==> config.mk <==
export PLATFORM = sky130hd
export DESIGN_NAME = pkt_fork
export DESIGN_NICKNAME = d
export VERILOG_FILES = /design/src/rtl/fork_pkg.sv /design/src/rtl/fork_hdr_decode.sv /design/src/rtl/fork_ctrl.sv /design/src/rtl/fork_steer.sv /design/src/rtl/pkt_fork.sv
export SDC_FILE = /design/constraint.sdc
export NUM_CORES = 1
export LEC_CHECK = 0
export ABC_CLOCK_PERIOD_IN_PS = 2009
export BUFFER_PORTS_ARGS = -buffer_cell sky130_fd_sc_hd__buf_2
export CAP_MARGIN = 20
export CORE_MARGIN = 2
export CORE_UTILIZATION = 33
export CTS_BUF_LIST = sky130_fd_sc_hd__clkbuf_8
export DETAILED_ROUTE_END_ITERATION = 8
export HOLD_SLACK_MARGIN = 0.06
export MAX_ROUTING_LAYER = met4
export PLACE_DENSITY = 0.78
export SLEW_MARGIN = 25
export SYNTH_ARGS = -nofsm -noshare
export SYNTH_HDL_FRONTEND = slang
export SYNTH_SLANG_ARGS = --single-unit
==> constraint.sdc <==
create_clock -name clk -period 2.01 [get_ports clk]
set_input_delay 0.1005 -clock clk [delete_from_list [all_inputs] [get_ports clk]]
set_output_delay 0.1005 -clock clk [all_outputs]
set_load 0.005 [all_outputs]
==> src/rtl/fork_pkg.sv <==
package fork_pkg;
    typedef enum logic [1:0] {
        ST_HEAD  = 2'd0,
        ST_MAIN  = 2'd1,
        ST_SHORT = 2'd2
    } fork_state_e;

    typedef enum logic {
        PATH_MAIN  = 1'b0,
        PATH_SHORT = 1'b1
    } fork_path_e;
endpackage

==> src/rtl/fork_hdr_decode.sv <==
module fork_hdr_decode #(
    parameter int DATA_W = 32,
    parameter int DEST_W = 4,
    parameter int LEN_W  = 4,
    parameter logic [(1<<DEST_W)-1:0] SC_MASK = '0
) (
    input  logic [DATA_W-1:0] word,
    output logic              hdr_short,
    output logic [LEN_W-1:0]  hdr_len
);
    localparam int NDEST = 1 << DEST_W;

    logic [DEST_W-1:0] dest;
    logic [NDEST-1:0]  hit_vec;

    assign dest    = word[DEST_W-1:0];
    assign hdr_len = word[DEST_W +: LEN_W];

    for (genvar g = 0; g < NDEST; g++) begin : g_match
        assign hit_vec[g] = SC_MASK[g] && (dest == DEST_W'(g));
    end

    assign hdr_short = |hit_vec;
endmodule

==> src/rtl/fork_ctrl.sv <==
module fork_ctrl
    import fork_pkg::*;
#(
    parameter int LEN_W = 4
) (
    input  logic             clk,
    input  logic             rst_n,
    input  logic             in_valid,
    input  logic             in_ready,
    input  logic             hdr_short,
    input  logic [LEN_W-1:0] hdr_len,
    output fork_path_e       sel
);
    fork_state_e      state_q, state_d;
    logic [LEN_W-1:0] cnt_q, cnt_d;
    logic             fire;

    assign fire = in_valid && in_ready;

    always_ff @(posedge clk or negedge rst_n) begin
        if (!rst_n) begin
            state_q <= ST_HEAD;
            cnt_q   <= '0;
        end else begin
            state_q <= state_d;
            cnt_q   <= cnt_d;
        end
    end

    always_comb begin
        state_d = state_q;
        cnt_d   = cnt_q;
        unique case (state_q)
            ST_HEAD: begin
                if (fire && hdr_len != '0) begin
                    state_d = hdr_short ? ST_SHORT : ST_MAIN;
                    cnt_d   = hdr_len;
                end
            end
            ST_MAIN, ST_SHORT: begin
                if (fire) begin
                    cnt_d = cnt_q - 1'b1;
                    if (cnt_q == LEN_W'(1)) state_d = ST_HEAD;
                end
            end
            default: begin
                state_d = ST_HEAD;
                cnt_d   = '0;
            end
        endcase
    end

    always_comb begin
        unique case (state_q)
            ST_HEAD:  sel = hdr_short ? PATH_SHORT : PATH_MAIN;
            ST_MAIN:  sel = PATH_MAIN;
            ST_SHORT: sel = PATH_SHORT;
            default:  sel = PATH_MAIN;
        endcase
    end

    assert_stall_hold_R5: assert property (@(posedge clk) disable iff (!rst_n)
        (in_valid && !in_ready) |=> ($stable(state_q) && $stable(cnt_q)));

    assert_main_lock_R4: assert property (@(posedge clk) disable iff (!rst_n)
        (state_q == ST_MAIN && !(fire && cnt_q == LEN_W'(1))) |=> state_q == ST_MAIN);

    assert_short_lock_R4: assert property (@(posedge clk) disable iff (!rst_n)
        (state_q == ST_SHORT && !(fire && cnt_q == LEN_W'(1))) |=> state_q == ST_SHORT);

    assert_head_idle_R3: assert property (@(posedge clk) disable iff (!rst_n)
        (state_q == ST_HEAD) |-> (cnt_q == '0));
endmodule

==> src/rtl/fork_steer.sv <==
module fork_steer
    import fork_pkg::*;
#(
    parameter int DATA_W = 32
) (
    input  fork_path_e        sel,
    input  logic              in_valid,
    input  logic [DATA_W-1:0] in_data,
    output logic              in_ready,
    input  logic [1:0]        out_ready,
    output logic [1:0]        out_valid,
    output logic [DATA_W-1:0] out_data [2]
);
    localparam int NPORT = 2;

    for (genvar p = 0; p < NPORT; p++) begin : g_port
        assign out_valid[p] = in_valid && (sel == fork_path_e'(p));
        assign out_data[p]  = in_data;
    end

    assign in_ready = out_ready[sel];

    always_comb begin
        assert_excl_valid_R6: assert ($countones(out_valid) <= 1);
    end
endmodule

==> src/rtl/pkt_fork.sv <==
module pkt_fork
    import fork_pkg::*;
#(
    parameter int DATA_W = 32,
    parameter int DEST_W = 4,
    parameter int LEN_W  = 4,
    parameter logic [(1<<DEST_W)-1:0] SC_MASK = 16'h0C30
) (
    input  logic              clk,
    input  logic              rst_n,
    input  logic              in_valid,
    output logic              in_ready,
    input  logic [DATA_W-1:0] in_data,
    output logic              main_valid,
    input  logic              main_ready,
    output logic [DATA_W-1:0] main_data,
    output logic              short_valid,
    input  logic              short_ready,
    output logic [DATA_W-1:0] short_data
);
    fork_path_e        sel;
    logic              hdr_short;
    logic [LEN_W-1:0]  hdr_len;
    logic [1:0]        out_valid;
    logic [DATA_W-1:0] out_data [2];

    fork_hdr_decode #(
        .DATA_W(DATA_W), .DEST_W(DEST_W), .LEN_W(LEN_W), .SC_MASK(SC_MASK)
    ) u_dec (
        .word(in_data), .hdr_short(hdr_short), .hdr_len(hdr_len)
    );

    fork_ctrl #(.LEN_W(LEN_W)) u_ctrl (
        .clk(clk), .rst_n(rst_n), .in_valid(in_valid), .in_ready(in_ready),
        .hdr_short(hdr_short), .hdr_len(hdr_len), .sel(sel)
    );

    fork_steer #(.DATA_W(DATA_W)) u_steer (
        .sel(sel), .in_valid(in_valid), .in_data(in_data), .in_ready(in_ready),
        .out_ready({short_ready, main_ready}), .out_valid(out_valid),
        .out_data(out_data)
    );

    assign main_valid  = out_valid[0];
    assign short_valid = out_valid[1];
    assign main_data   = out_data[0];
    assign short_data  = out_data[1];

    assert_bubble_quiet_R10: assert property (@(posedge clk) disable iff (!rst_n)
        !in_valid |-> (!main_valid && !short_valid));

    assert_ready_source_R5: assert property (@(posedge clk) disable iff (!rst_n)
        (main_valid && main_ready) |-> in_ready);
endmodule

Word-level counts from Yosys, hierarchy flattened --
Index checks and enable logic that the tools add are counted.
Operators by class: bitwise logic cells 1, eq/ne operators 10, mux-type cells 12, div/mod/pow operators 0, reductions and logical operators 10, order comparisons 1, $mul 0, shift operators 0, $add $sub $neg 1
Operator list (count):
- $eq A4 B3 Y1 const B | 2
- $eq A4 B4 Y1 const B | 2
- $mux W2 | 4
- $mux W4 | 2
- $pmux W4 S2 | 1
- $ne A2 B1 Y1 const B | 3
- $eq A4 B1 Y1 const B | 1
- $logic_and A1 B1 Y1 | 4
- $pmux W2 S2 | 1
- $reduce_bool A4 Y1 | 1
- $reduce_or A4 Y1 | 1
- $sub A4 B1 Y4 const B | 1
- $mux W1 | 3
- $reduce_and A3 Y1 | 1
- $eq A2 B1 Y1 const B | 1
- $eq A2 B2 Y1 const B | 1
- $logic_not A2 Y1 | 1
- $lt A1 B2 Y1 const B | 1
- $pmux W1 S2 | 1
- $reduce_and A2 Y1 | 1
- $reduce_or A2 Y1 | 1
- $not A1 Y1 | 1
Word-level totals: RAM bits 0, latch bits 0, memory bits (read-only) 0, bits in registers 6, memories 0

Depth between registers and ports, before layout --
Gate-level depths: netlist of run 1.
depth after elaboration 10, gate-level depth with buffers 7, gate-level depth less buffers 7

Hierarchy --
From an unflattened synthesis of run 1, not the netlist that was laid out.
Unflattened totals: cells, all modules 119, area, all modules 1026.0 um^2
By module, submodules not included:
- fork_steer | area each 511.7 um^2, times used 1, cells each 67, seq. area each 0.0 um^2
- fork_ctrl | area each 461.7 um^2, times used 1, cells each 45, seq. area each 150.1 um^2
- fork_hdr_decode | area each 52.6 um^2, times used 1, cells each 7, seq. area each 0.0 um^2

Least setup slack after synthesis of run 1 --
Ideal clock, no wire load.
path type reg-to-reg, start register u_ctrl.state_q[0], end register u_ctrl.cnt_q[3], required time 1.885 ns, slack 0.081 ns, arrival time 1.804 ns, period minus slack after synthesis 1.929 ns, cell stages (with the launch flop) 8, setup time 0.125 ns, path through dfrtp_1 inv_1 ha_1 and4b_1 nor4b_2 o21ai_4 o21ai_2 mux2_4
On the way: word-level cells in the longest chain between the ends 8, elaborated cells between the ends (all ways) 13, classes of those cells eq/ne (4); mux (4); reduce/logical (5)
Ends and longest elaborated chain:
- from (decl) | RTL line fork_ctrl.sv:14 | fork_state_e state_q, state_d;
- from (signal assigned) | RTL line fork_ctrl.sv:25 | state_q <= state_d;
- $eq A2 B2 Y1 or $logic_not A2 Y1 (tied branches) | RTL line fork_ctrl.sv:33, fork_ctrl.sv:54
- $pmux W1 S2 | RTL line fork_ctrl.sv:54 | unique case (state_q)
- $mux W1 (not written as such) (2 in series) | RTL line fork_steer.sv:21 | assign in_ready = out_ready[sel];
- $logic_and A1 B1 Y1 | RTL line fork_ctrl.sv:18 | assign fire = in_valid && in_ready;
- $logic_and A1 B1 Y1 | RTL line fork_ctrl.sv:35 | if (fire && hdr_len != '0) begin
- $ne A2 B1 Y1 (no line)
- $reduce_and A2 Y1 (no line)
- to (signal assigned) | RTL line fork_ctrl.sv:26 | cnt_q <= cnt_d;
- to (decl) | RTL line fork_ctrl.sv:15 | logic [LEN_W-1:0] cnt_q, cnt_d;
Parallel ways exist; a longest one is shown, timed or not. The select of a mux whose other input is x is not followed. A chain may end at the register's enable or synchronous reset.

Final worst setup path of run 1 --
start register u_ctrl.state_q[0], end output in_ready
On the way: word-level cells in the longest chain between the ends 4, elaborated cells between the ends (all ways) 5, classes of those cells eq/ne (1); mux (3); reduce/logical (1)
Ends and longest elaborated chain:
- $eq A2 B2 Y1 or $logic_not A2 Y1 (tied branches) | RTL line fork_ctrl.sv:54
- $pmux W1 S2 (*) | RTL line fork_ctrl.sv:54
- $mux W1 (not written as such) (*) (2 in series) | RTL line fork_steer.sv:21
- to (decl) | RTL line pkt_fork.sv:12 | output logic in_ready,
Every way passes the cells marked *; elsewhere a longest branch is shown, timed or not. The select of a mux whose other input is x is not followed.

==> impl_metrics.json, run 1 <==
{
  "critical_path.endpoint_type": "primary output",
  "core_region_area_mm2": 0.003028,
  "initial_core_util_pct": 34.55,
  "ir_worst_vdd_v": 0.0003370,
  "fin_area_um2": 864.6,
  "ff2ff_setup_slack_ns": 0.16,
  "ctsResizeCount": 0,
  "synthCells": 125,
  "p_int_uw": 681.8,
  "ys_seq_area_share_pct": 14.35,
  "outcome": "finished, final reports clean",
  "cts-htree-levels": 1,
  "n_fill_cell": 315,
  "drv_slew": 0,
  "syn_area_per_cell_um2": 8.368,
  "clock-sinks": 6,
  "critPathLaunchType": "flop",
  "grt_pass1_wl_um": 2318,
  "swShare_pct": 42.72,
  "critPathMaxFanout": 3,
  "cts_buffers": 3,
  "critPathArrivalTime_ns": 1.78,
  "netlist_area_mm2": 0.001046,
  "critical_path_class": "flop to primary output",
  "cts_tree": "yes",
  "p_clk_share_pct": 16.2,
  "via_per_inst": 4.503,
  "gp_congestion": 0.8367,
  "vias": 644,
  "root_buffer": "clkbuf_8",
  "relSlewSlack_pct": 78.50,
  "antenna_cells": 0,
  "hold_ws_ns": 0.2010,
  "dr.pass1.iters": 4,
  "wire_per_inst_um": 11.57,
  "dp_hpwl_um": 1232,
  "track_usage_pct": 9.845,
  "pwr-share-seq_pct": 19.4,
  "clkLatencyLatePin_ns": 0.23,
  "ant_nets": 0,
  "place_area_um2": 798.3,
  "period_needed_ns": 1.882,
  "fin_crit_sh_pct": 93.63,
  "routed_wl_um": 1655,
  "grt_pass1_vias": 527,
  "hold_path.class": "primary input to primary output",
  "power_uw": 1190,
  "antenna_found_initial": 0,
  "portBuffers": 28,
  "cap_violations": 0,
  "dieArea_mm2": 0.003636,
  "p_switching_uw": 508.4,
  "finalSetupTns_ns": 0,
  "syn2layout_area_growth_pct": -17.34,
  "place_ws_ns": 0.1012,
  "drt_iter0_markers": 41,
  "final_layout_size_suffix_gt1_share_pct": 45.45,
  "p_per_area_mw_per_mm2": 1377,
  "timing.fmax_ghz": 0.5313,
  "skew_ns": 0.002911,
  "whs_path_depth": 0,
  "synth-seq-cells": 6,
  "rr_worst_depth": 7,
  "nets": 143,
  "rsz0062_at_grt": "no",
  "p_leak_uw": 0.0004243,
  "clockBufferDepth": 2,
  "ios": 104,
  "hold_viol": 0,
  "worst_pin_slew_ns": 0.3196,
  "chipWidth_um": 60.30,
  "syn-num-nets": 167,
  "yosysWarningCount": 0,
  "clk_pin_slew_ns": 0.04,
  "yosysUniqueCellTypes": 30,
  "rows": 20,
  "grt_max_degree": 14,
  "drc": 0,
  "combPwrFrac_pct": 64.4,
  "setup_viol": 0,
  "worst_slack_ns": 0.1280,
  "grt-ovfl-total": 0,
  "chipHeight_um": 60.30,
  "critPathRequiredTime_ns": 1.91
}
[cell usage in the layout, fill, tap and decap left out, types with 2 or more instances in the layout]
cell      count
buf_4         8
buf_2        28
ha_1          5
inv_1         6
clkbuf_8      3
o31ai_1       2
a21boi_0      2
nor3_1        2
nand2_1       5
xor2_1        2
nor2_1        3
a22oi_1       3
dfrtp_1       6
o211ai_1      6
[final timing paths]
check	start	end
min in group asynchronous	rst_n	u_ctrl.state_q[1]
hold reg to reg	u_ctrl.cnt_q[1]	u_ctrl.cnt_q[1]
setup reg to reg	u_ctrl.state_q[0]	u_ctrl.cnt_q[3]
hold / removal	in_data[24]	main_data[24]
max in group asynchronous	rst_n	u_ctrl.cnt_q[1]
setup / recovery	u_ctrl.state_q[0]	in_ready
[per-stage QoR]
stage                     std cells  util [%]
after global placement          137     26.36
after CTS                       141     28.06
after global routing            143     28.55
after detailed placement        137     26.36
after floorplan                 125         -
final                           143     28.55
[final cells by class]
cell class              instances  area (µm²)  area share [%]
clock buffers                   3       41.29           4.776
inverters                       6       22.52           2.605
multi-input cells              47       385.4           44.57
flip-flops and latches          6       150.1           17.37
well taps                      44       55.05           6.368
repair buffers                 37       210.2           24.31
[cell usage after synthesis]
cell type,count,area share (%)
buf_4,64,46
dfrtp_1,6,14
inv_1,6,2.2
o211ai_1,6,4.3
ha_1,5,6.0
nand2_1,5,1.8
a22oi_1,3,2.2
nor2_1,3,1.1
a21boi_0,2,1.4
clkbuf_1,2,0.72
nor3_1,2,0.96
o31ai_1,2,1.4
xor2_1,2,1.7
a211o_1,1,0.84
a32oi_1,1,0.84
and2_1,1,0.60
and4b_1,1,0.96
mux2_4,1,1.4
nand2b_1,1,0.60
nand4_1,1,0.60
nor2b_1,1,0.60
nor4_1,1,0.60
nor4b_2,1,1.4
nor4bb_4,1,2.4
o21a_1,1,0.72
o21ai_2,1,0.84
o21ai_4,1,1.6
o22ai_1,1,0.60
o31a_1,1,0.84
or2_2,1,0.60
[power by group through the flow]
| stage | combinational (µW) | sequential [µW] | clock (µW) |
|---|---|---|---|
| 5_1_grt | 851 | 240 | 206 |
| 3_3_place_gp | 724 | 230 | 0 |
| 2_1_floorplan | 619 | 226 | 0 |
| 6_report | 766 | 231 | 193 |
| 4_1_cts | 749 | 229 | 200 |
| 3_5_place_dp | 743 | 232 | 0 |
[registers in the layout, indices dropped and copies added, names as in the netlist]
name,flops
u_ctrl.state_q,2
u_ctrl.cnt_q,4
[layer usage]
metal | up-vias | wire [µm] | GRT usage [%]
met5 | - | 0 | -
met4 | 0 | 58 | 11.43
met3 | 7 | 194 | 5.411
met2 | 35 | 754 | 13.04
met1 | 296 | 647 | 9.185
li1 | 306 | - | -
[critical path, stage by stage, from the launching register on]
cell and delay [ns]:
dfrtp_1 0.33, inv_1 0.06, ha_1 0.22, and4b_1 0.23, o31a_1 0.30, or2_2 0.28
buf_2 0.13
[what timing repair did]
item                                    CTS  global route
endpoints found under the setup margin    0             1
hold endpoints to repair                  6             0
buffers inserted                          0             2
hold buffers                              1             0
[cell families after synthesis]
group	count (synthesis)	share of synthesized area (%)
adders and majority gates	5	5.981
and+or+nand+nor	19	12.20
DFF	6	14.35
xor gates and xnor gates	2	1.675
buffers and inverters	72	48.80
AOI/OAI and AO/OA	20	15.55
muxes	1	1.435
(Power assumes the default switching activity.)
==> run 2, diff against run 1 <==
CORE_MARGIN = 5   (was 2)
RECOVER_POWER = 50   (was not set)
==> run 2 against run 1 <==
Net effect: worst hold slack unchanged; power decreased by 1.7%; combinational power about the same; clock skew decreased by 0.0016 ns; routed wire length decreased by 3.1%; sequential power about the same; non-clock buffer count decreased by 2; critical endpoint unchanged; highest routed layer unchanged.
==> impl_metrics.json, run 2 (synthesis results as in run 1) <==
{
  "drt_iter0_markers": 14,
  "drv_slew": 0,
  "critical_path_class": "flop to primary output",
  "clkLatencyLatePin_ns": 0.22,
  "combPwrFrac_pct": 65.3,
  "relSlewSlack_pct": 78.36,
  "cap_violations": 0,
  "p_leak_uw": 0.0004267,
  "hold_path_end": "main_data[27]",
  "largest-register": "u_ctrl.cnt_q",
  "ant_nets": 0,
  "root_buffer": "clkbuf_8",
  "hp-start": "in_data[27]",
  "outcome": "finished, final reports clean",
  "antenna_found_initial": 0,
  "initial_core_util_pct": 34.26,
  "hold_path.class": "primary input to primary output",
  "gp_congestion": 0.8055,
  "ir_worst_vdd_v": 0.0002354,
  "core_region_area_mm2": 0.003053,
  "cts_buffers": 3,
  "final_common_cell": "buf_2",
  "dieArea_mm2": 0.004396,
  "critPathLaunchType": "flop",
  "p_switching_uw": 488.4,
  "critical_path.endpoint_type": "primary output",
  "dr.pass1.iters": 4,
  "chipHeight_um": 66.30,
  "period_needed_ns": 1.894,
  "final_layout_size_suffix_gt1_share_pct": 44.33,
  "place_area_um2": 790.8,
  "clk_pin_slew_ns": 0.03,
  "r2r_end": "u_ctrl.cnt_q[3]",
  "n_fill_cell": 329,
  "final_cell_mix": "buf_2 (28), inv_1 (6), o211ai_1 (6), dfrtp_1 (6)",
  "portBuffers": 28,
  "routed_wl_um": 1604,
  "antenna_cells": 0,
  "fin_crit_sh_pct": 94.24,
  "syn2layout_area_growth_pct": -16.75,
  "grt_pass1_vias": 549,
  "p_clk_share_pct": 15.3,
  "track_usage_pct": 7.382,
  "drc": 0,
  "critPathArrivalTime_ns": 1.79,
  "p_per_area_mw_per_mm2": 1343,
  "hold_viol": 0,
  "finalSetupTns_ns": 0,
  "swShare_pct": 41.74,
  "rows": 20,
  "cts-htree-levels": 1,
  "critPathRequiredTime_ns": 1.91,
  "skew_ns": 0.001313,
  "p_int_uw": 681.5,
  "whs_path_depth": 0,
  "wire_per_inst_um": 11.38,
  "critPathMaxFanout": 3,
  "grt_max_degree": 14,
  "timing.fmax_ghz": 0.5279,
  "pwr-share-seq_pct": 19.5,
  "rr_worst_depth": 7,
  "cts_tree": "yes",
  "grt_pass1_wl_um": 2408,
  "grt-ovfl-total": 0,
  "clock-sinks": 6,
  "rsz0062_at_grt": "no",
  "fin_area_um2": 870.8,
  "nets": 141,
  "r2r_start": "u_ctrl.state_q[0]",
  "ios": 104,
  "place_ws_ns": 0.09081,
  "ff2ff_setup_slack_ns": 0.14,
  "worst_pin_slew_ns": 0.3218,
  "dp_hpwl_um": 1272,
  "worst_slack_ns": 0.1159,
  "vias": 615,
  "chipWidth_um": 66.30,
  "setup_viol": 0,
  "via_per_inst": 4.362,
  "clockBufferDepth": 2,
  "hold_ws_ns": 0.2010,
  "largest_register_ffs": 4,
  "top_regs": "u_ctrl.cnt_q (4), u_ctrl.state_q (2)"
}
==> run 2: worst max path at each step <==
stage / from / end / slack, ns / cells after the start
finish: u_ctrl.state_q[0] / in_ready / 0.12 / 6
global route: u_ctrl.state_q[0] / in_ready / 0.02 / 6
CTS: u_ctrl.state_q[0] / u_ctrl.cnt_q[3] / 0.07 / 7
detailed placement: u_ctrl.state_q[0] / u_ctrl.cnt_q[3] / 0.09 / 7
global placement: u_ctrl.state_q[0] / u_ctrl.cnt_q[3] / 0.13 / 7
floorplan: u_ctrl.state_q[0] / u_ctrl.cnt_q[3] / 0.08 / 7
==> run 2: area by class of cell <==
class | count | area, µm² | share of cell area (%)
timing repair buffer | 35 | 207.7 | 23.85
clock buffer | 3 | 41.29 | 4.741
inverter | 6 | 22.52 | 2.586
sequential | 6 | 150.1 | 17.24
multi-input combinational | 47 | 394.1 | 45.26
tap | 44 | 55.05 | 6.322
==> run 2: metrics by stage <==
step	utilization, %	power (µW)	std cells
floorplan	-	844.7	125
global placement	25.90	949.0	136
detailed placement	25.90	959.7	136
CTS	27.58	1157	140
global route	28.52	1285	141
finish	28.52	1170	141
==> run 2: per-layer routing <==
metal / track usage, % / vias up / share of wire, %
li1: - / 300 / -
met1: 7.692 / 274 / 40
met2: 10.04 / 29 / 42
met3: 3.231 / 12 / 14
met4: 7.360 / 0 / 3.8
met5: - / - / 0
==> run 2: power by group through the flow <==
stage	sequential, µW	clock (µW)	combinational, µW
3_3_place_gp	227	0	722
5_1_grt	236	192	857
3_5_place_dp	227	0	732
2_1_floorplan	226	0	619
6_report	228	179	764
4_1_cts	226	188	742
==> run 2: worst max-delay path: stages (launching register included) <==
cell and delay [ns]:
dfrtp_1 0.34, inv_1 0.06, ha_1 0.22, and4b_1 0.24
o31a_1 0.30, or2_2 0.29, buf_2 0.13
==> run 2: repair_timing <==
action                     CTS  global route
hold endpoints to repair     6             0
setup buffers                0             1
hold buffers                 1             0
setup endpoints to repair    0             1
resized for setup            0             1
